**src/rtl/tx_ring_irq_cause.sv**
```systemverilog
module tx_ring_irq_cause #(
  parameter int PTR_W = 8,
  parameter int TMR_W = 16
) (
  input  logic             clk,
  input  logic             rst_n,
  input  logic [PTR_W-1:0] head_ptr,
  input  logic [PTR_W-1:0] tail_ptr,
  input  logic [PTR_W:0]   ring_len,
  input  logic [PTR_W-1:0] low_mark,
  input  logic             done_vld,
  input  logic             done_rs,
  input  logic             done_ide,
  input  logic [TMR_W-1:0] pkt_delay,
  input  logic [TMR_W-1:0] abs_delay,
  input  logic [2:0]       irq_mask,
  input  logic             rd_en,
  output logic [2:0]       rd_data,
  output logic             irq
);
  localparam int CNT_W = PTR_W + 1;
  localparam logic [TMR_W-1:0] TMR_ONE = TMR_W'(1);

  logic [CNT_W-1:0] avail_raw, avail;
  logic             ring_eq, low_now, eq_q, low_q;
  logic             report, dly_req, now_done;
  logic [TMR_W-1:0] pkt_cnt, abs_cnt;
  logic             pkt_fire, abs_fire, tmr_fire;
  logic [2:0]       cause, set_vec;

  assign avail_raw = {1'b0, tail_ptr} - {1'b0, head_ptr};
  assign avail     = (tail_ptr >= head_ptr) ? avail_raw : avail_raw + ring_len;
  assign ring_eq   = (head_ptr == tail_ptr);
  assign low_now   = (avail <= {1'b0, low_mark});

  assign report   = done_vld & done_rs;
  assign dly_req  = report & done_ide & (pkt_delay != '0) & (abs_delay != '0);
  assign now_done = report & ~dly_req;

  assign pkt_fire = (pkt_cnt == TMR_ONE);
  assign abs_fire = (abs_cnt == TMR_ONE);
  assign tmr_fire = pkt_fire | abs_fire;

  assign set_vec = {low_now & ~low_q, now_done | tmr_fire, ring_eq & ~eq_q};

  always_ff @(posedge clk or negedge rst_n) begin
    if (!rst_n) begin
      eq_q  <= 1'b1;
      low_q <= 1'b1;
    end else begin
      eq_q  <= ring_eq;
      low_q <= low_now;
    end
  end

  always_ff @(posedge clk or negedge rst_n) begin
    if (!rst_n)              pkt_cnt <= '0;
    else if (dly_req)        pkt_cnt <= pkt_delay;
    else if (tmr_fire)       pkt_cnt <= '0;
    else if (pkt_cnt != '0)  pkt_cnt <= pkt_cnt - TMR_ONE;
  end

  always_ff @(posedge clk or negedge rst_n) begin
    if (!rst_n)                                     abs_cnt <= '0;
    else if (dly_req && (abs_cnt == '0 || tmr_fire)) abs_cnt <= abs_delay;
    else if (tmr_fire)                              abs_cnt <= '0;
    else if (abs_cnt != '0)                         abs_cnt <= abs_cnt - TMR_ONE;
  end

  always_ff @(posedge clk or negedge rst_n) begin
    if (!rst_n) cause <= '0;
    else        cause <= (rd_en ? 3'b000 : cause) | set_vec;
  end

  assign rd_data = cause;
  assign irq     = |(cause & irq_mask);
endmodule

```
**config.mk**
```make
export PLATFORM = sky130hd
export DESIGN_NAME = tx_ring_irq_cause
export DESIGN_NICKNAME = d
export VERILOG_FILES = /design/src/rtl/tx_ring_irq_cause.sv
export SDC_FILE = /design/constraint.sdc
export NUM_CORES = 1
export LEC_CHECK = 0
export ABC_AREA = 1
export BUFFER_PORTS_ARGS = -buffer_cell sky130_fd_sc_hd__buf_2
export CAP_MARGIN = 20
export CORE_MARGIN = 4
export CORE_UTILIZATION = 60
export CTS_CLUSTER_DIAMETER = 150
export DETAILED_ROUTE_END_ITERATION = 10
export PLACE_DENSITY = 0.87
export REMOVE_ABC_BUFFERS = 1
export SLEW_MARGIN = 0
export SYNTH_ARGS = -nofsm -noshare
export SYNTH_HDL_FRONTEND = slang
export SYNTH_SLANG_ARGS = --single-unit
```
**constraint.sdc**
```tcl
create_clock -name clk -period 3.65 [get_ports clk]
set_input_delay 1.095 -clock clk [delete_from_list [all_inputs] [get_ports clk]]
set_output_delay 1.095 -clock clk [all_outputs]
set_load 0.03 [all_outputs]
```
==> key figures <==
Power and ir drop
  • Sw Ratio: 42.9%
  • Pwr per Cell Area: 463 mW/mm2
  • P_int: 1.29 mW
  • Post-layout power: 2.25 mW
  • Comb power frac: 52.7%
  • Leak: 2.57 nW
  • Maximum VDD drop: 358 uV
  • NetSw: 0.965 mW
  • Sequential share of power: 30.5%
  • Clock Power Share: 16.7%

Flow run
  • Max-Cap Viols: 0

Logic synthesis
  • Simple-Gate Fraction of Synth Area: 40.2%
  • Sequential share of the synthesized area: 23.7%
  • Xor/xnor share of the synthesized area: 6.05%
  • Mapped Cells: 588
  • Post-synthesis compound-gate area fraction: 9.82%
  • Mux cell area share after synthesis: 0%
  • Syn_area_per_cell: 6.65 um2
  • Synthesis Warnings: 0
  • Flops & latches, synth: 37
  • Post-synthesis adder-cell area fraction: 9.98%
  • Post-Synthesis Cell Area: 0.00391 mm2
  • Library cells used by synthesis: 41
  • Largest family of logic cells by synthesized area: simple AND/OR/NAND/NOR gates

Die
  • Die Area: 0.00787 mm2
  • Core area: 0.00635 mm2
  • Ports: 78
  • # rows: 29
  • Starting Density: 61.6%
  • Vert. Die Dim: 88.7 um
  • Die Span X: 88.7 um

Drt
  • Initial DRC Count: 224
  • Avg WL per Cell: 14.7 um
  • Vias: 4241
  • First-pass DRT Iterations: 5
  • Total Wirelength: 11.4 mm
  • DRC: 0
  • Final ANT Viol Nets: 0
  • DR vias/cell: 5.49

Setup path
  • R2r worst-path depth: 10
  • Worst setup startpoint: tail_ptr[0]
  • Arr. time, crit path: 4.09 ns
  • Worst EP required: 3.84 ns
  • Worst Setup End Kind: flop
  • CP startpoint kind: input pin
  • Worst Path Class, Setup: in -> reg
  • Crit-path max FO: 5
  • Worst reg2reg startpoint: abs_cnt[1]

Timing
  • Min cycle time layout: 3.90 ns
  • Max-slew headroom at the worst pin: 42.9%
  • Period Utilization, post-route: 107%
  • Worst setup margin: -0.250 ns
  • Worst Max-Slew Pin Slew: 0.857 ns
  • Clock skew: 0.00587 ns
  • RSZ-0062 raised after global routing: true
  • Max Clock Freq: 0.256 GHz
  • Final hold vios: 0
  • Final Slew Violations: 0
  • # setup viols final: 2

Clock tree
  • CTS max path bufs: 2
  • Later-pin clock latency in the skew report: 0.30 ns
  • Sink Count: 37
  • Clock root cell: clkbuf_8
  • Clock H-tree levels: 2
  • Reg clk slew, reported paths: 0.08 ns
  • CTS tree: yes
  • CTS Buf Count: 5

Global routing
  • Total global routing overflow: 0
  • Largest net degree at the start of global routing: 38
  • Global-route wire length before repair: 17.0 mm
  • Vias in the first global route: 3947
  • Initial antenna violation count: 0
  • Total GRT Usage: 27.0%

Placed design
  • Placed Cells: 760
  • Dpl cell area: 0.00451 mm2
  • Final GP Congestion: 0.977
  • HPWL after detailed placement: 7.91 mm
  • Number of port buffers: 77

Finish
  • Share of cells above drive strength 1: 30.4%
  • Fin cells: 772
  • Area Growth Syn to Fin: 24.3%
  • Antenna cells: 0
  • Nets: 798
  • # fillers: 440
  • Design Area, Final: 0.00486 mm2

Hold path
  • Hold Path Class: reg -> reg
  • Hold path start: abs_cnt[1]
  • Hold depth: 2

Status
  • Failing checks: negative setup slack
  • Status: finished with violations
## state kept, by name (all words and copies together) (netlist names)
name,flops
rd_data,3
pkt_cnt,16
eq_q,1
abs_cnt,16
low_q,1
## critical path, cell delays in order
cell and delay [ns]:
buf_6 0.09, inv_4 0.04, ha_4 0.11, inv_2 0.04, fa_2 0.37, nand3_2 0.10, nand2_4 0.07, nand3_2 0.08
nand3_2 0.07, xor2_1 0.21, ha_1 0.34, a21oi_2 0.17, nand3_2 0.11, nor2_2 0.10, nor2_1 0.05, nand2_1 0.09
nand2_2 0.09, ha_4 0.31, nand3_2 0.06, nor2_2 0.11, a21oi_1 0.08, nand2_1 0.05, nand2_1 0.04, nand2_1 0.06
inv_2 0.04, nand3_2 0.06, nand2_2 0.05
## layer usage
metal	track usage, %	wire length [um]	up-vias
met5	0	0	-
met4	8.79	603	0
met3	3.72	751	66
met2	48.7	5560	209
met1	32.8	4460	1900
li1	-	-	2066
## power by group through the flow
stage / registers, mW / logic (mW) / clock network [mW]
4_1_cts: 0.682 / 1.09 / 0.379
2_1_floorplan: 0.664 / 0.754 / 0
6_report: 0.687 / 1.19 / 0.376
3_3_place_gp: 0.678 / 0.999 / 0
5_1_grt: 0.700 / 1.33 / 0.394
3_5_place_dp: 0.686 / 1.06 / 0
## layout by cell type (no fill, tap or decap), types with 6 or more instances in the layout
master,netlist,final
o21ai_2,12,12
dfrtp_1,35,35
nand2_1,154,150
ha_4,0,7
a21oi_1,23,19
ha_1,28,19
buf_4,3,31
o21ai_0,13,10
xor2_1,14,12
nand2_2,7,10
nor2_2,21,23
nand3_2,2,8
xnor2_1,13,12
nand3_1,50,44
inv_2,4,6
buf_2,2,76
inv_1,74,71
nor2_1,76,74
o21ai_1,10,13
clkbuf_8,0,6
## worst paths after layout
| check | end | slack (ns) |
|---|---|---|
| worst min-delay path | abs_cnt[1] | 0.53 |
| max in group asynchronous | abs_cnt[2] | 2.21 |
| worst min register to register | abs_cnt[1] | 0.53 |
| worst max register to register | abs_cnt[14] | 1.64 |
| min in group asynchronous | pkt_cnt[7] | 0.90 |
| worst max-delay path | rd_data[2] | -0.25 |
## cells in the mapped netlist (all sizes together)
master  count  area (um2)
nor2      103         493
nand3      53         288
dfrtp      35         876
o31ai       1        7.51
o21ai      35         220
o21bai      1        7.51
or2         1        6.26
and2        4        25.0
and3        1        6.26
nand4       5        31.3
clkinv      1        3.75
a21oi      23         115
dfstp       2        52.6
nor3        4        25.0
nand3b      3        22.5
fa          2        40.0
a21o        2        15.0
nand2     165         676
xor2       14         123
inv        80         308
buf         9        86.3
ha         28         350
a31oi       3        18.8
xnor2      13         114
## repair_timing
item,in CTS,in global routing
resized for setup,15,27
setup endpoints to repair,2,2
buffers inserted,4,0
pin swaps,18,21
hold buffers,0,0
## per-stage QoR
stage               setup WS, ns  setup TNS [ns]  hold WS, ns  utilization [%]
detailed placement        -0.682           -1.25        0.477             71.0
global route              -0.472          -0.902        0.545             76.5
CTS                       -0.283          -0.471        0.521             74.2
finish                    -0.250          -0.426        0.531             76.5
global placement          -0.448          -0.841        0.471             71.0
floorplan                 -0.257          -0.442        0.449                -
## cell families (layout without fill, tap and decap cells)
logic type | count (synthesis) | after routing
XOR/XNOR | 27 | 27
flip-flops | 37 | 37
AND/OR/NAND/NOR | 339 | 339
adder cells (fa/ha/maj) | 30 | 30
AO/OA/AOI/OAI | 65 | 65
buffers and inverters | 90 | 197
## cell type report
cell class	instances	area [um2]	area share, %
tap	77	96.3	1.98
inverter	81	314	6.46
clock buffer	7	86.3	1.78
multi-input combinational	461	2780	57.2
timing repair buffer	108	624	12.9
clock inverter	1	30.0	0.618
sequential	37	928	19.1
(Power assumes the default switching activity.)
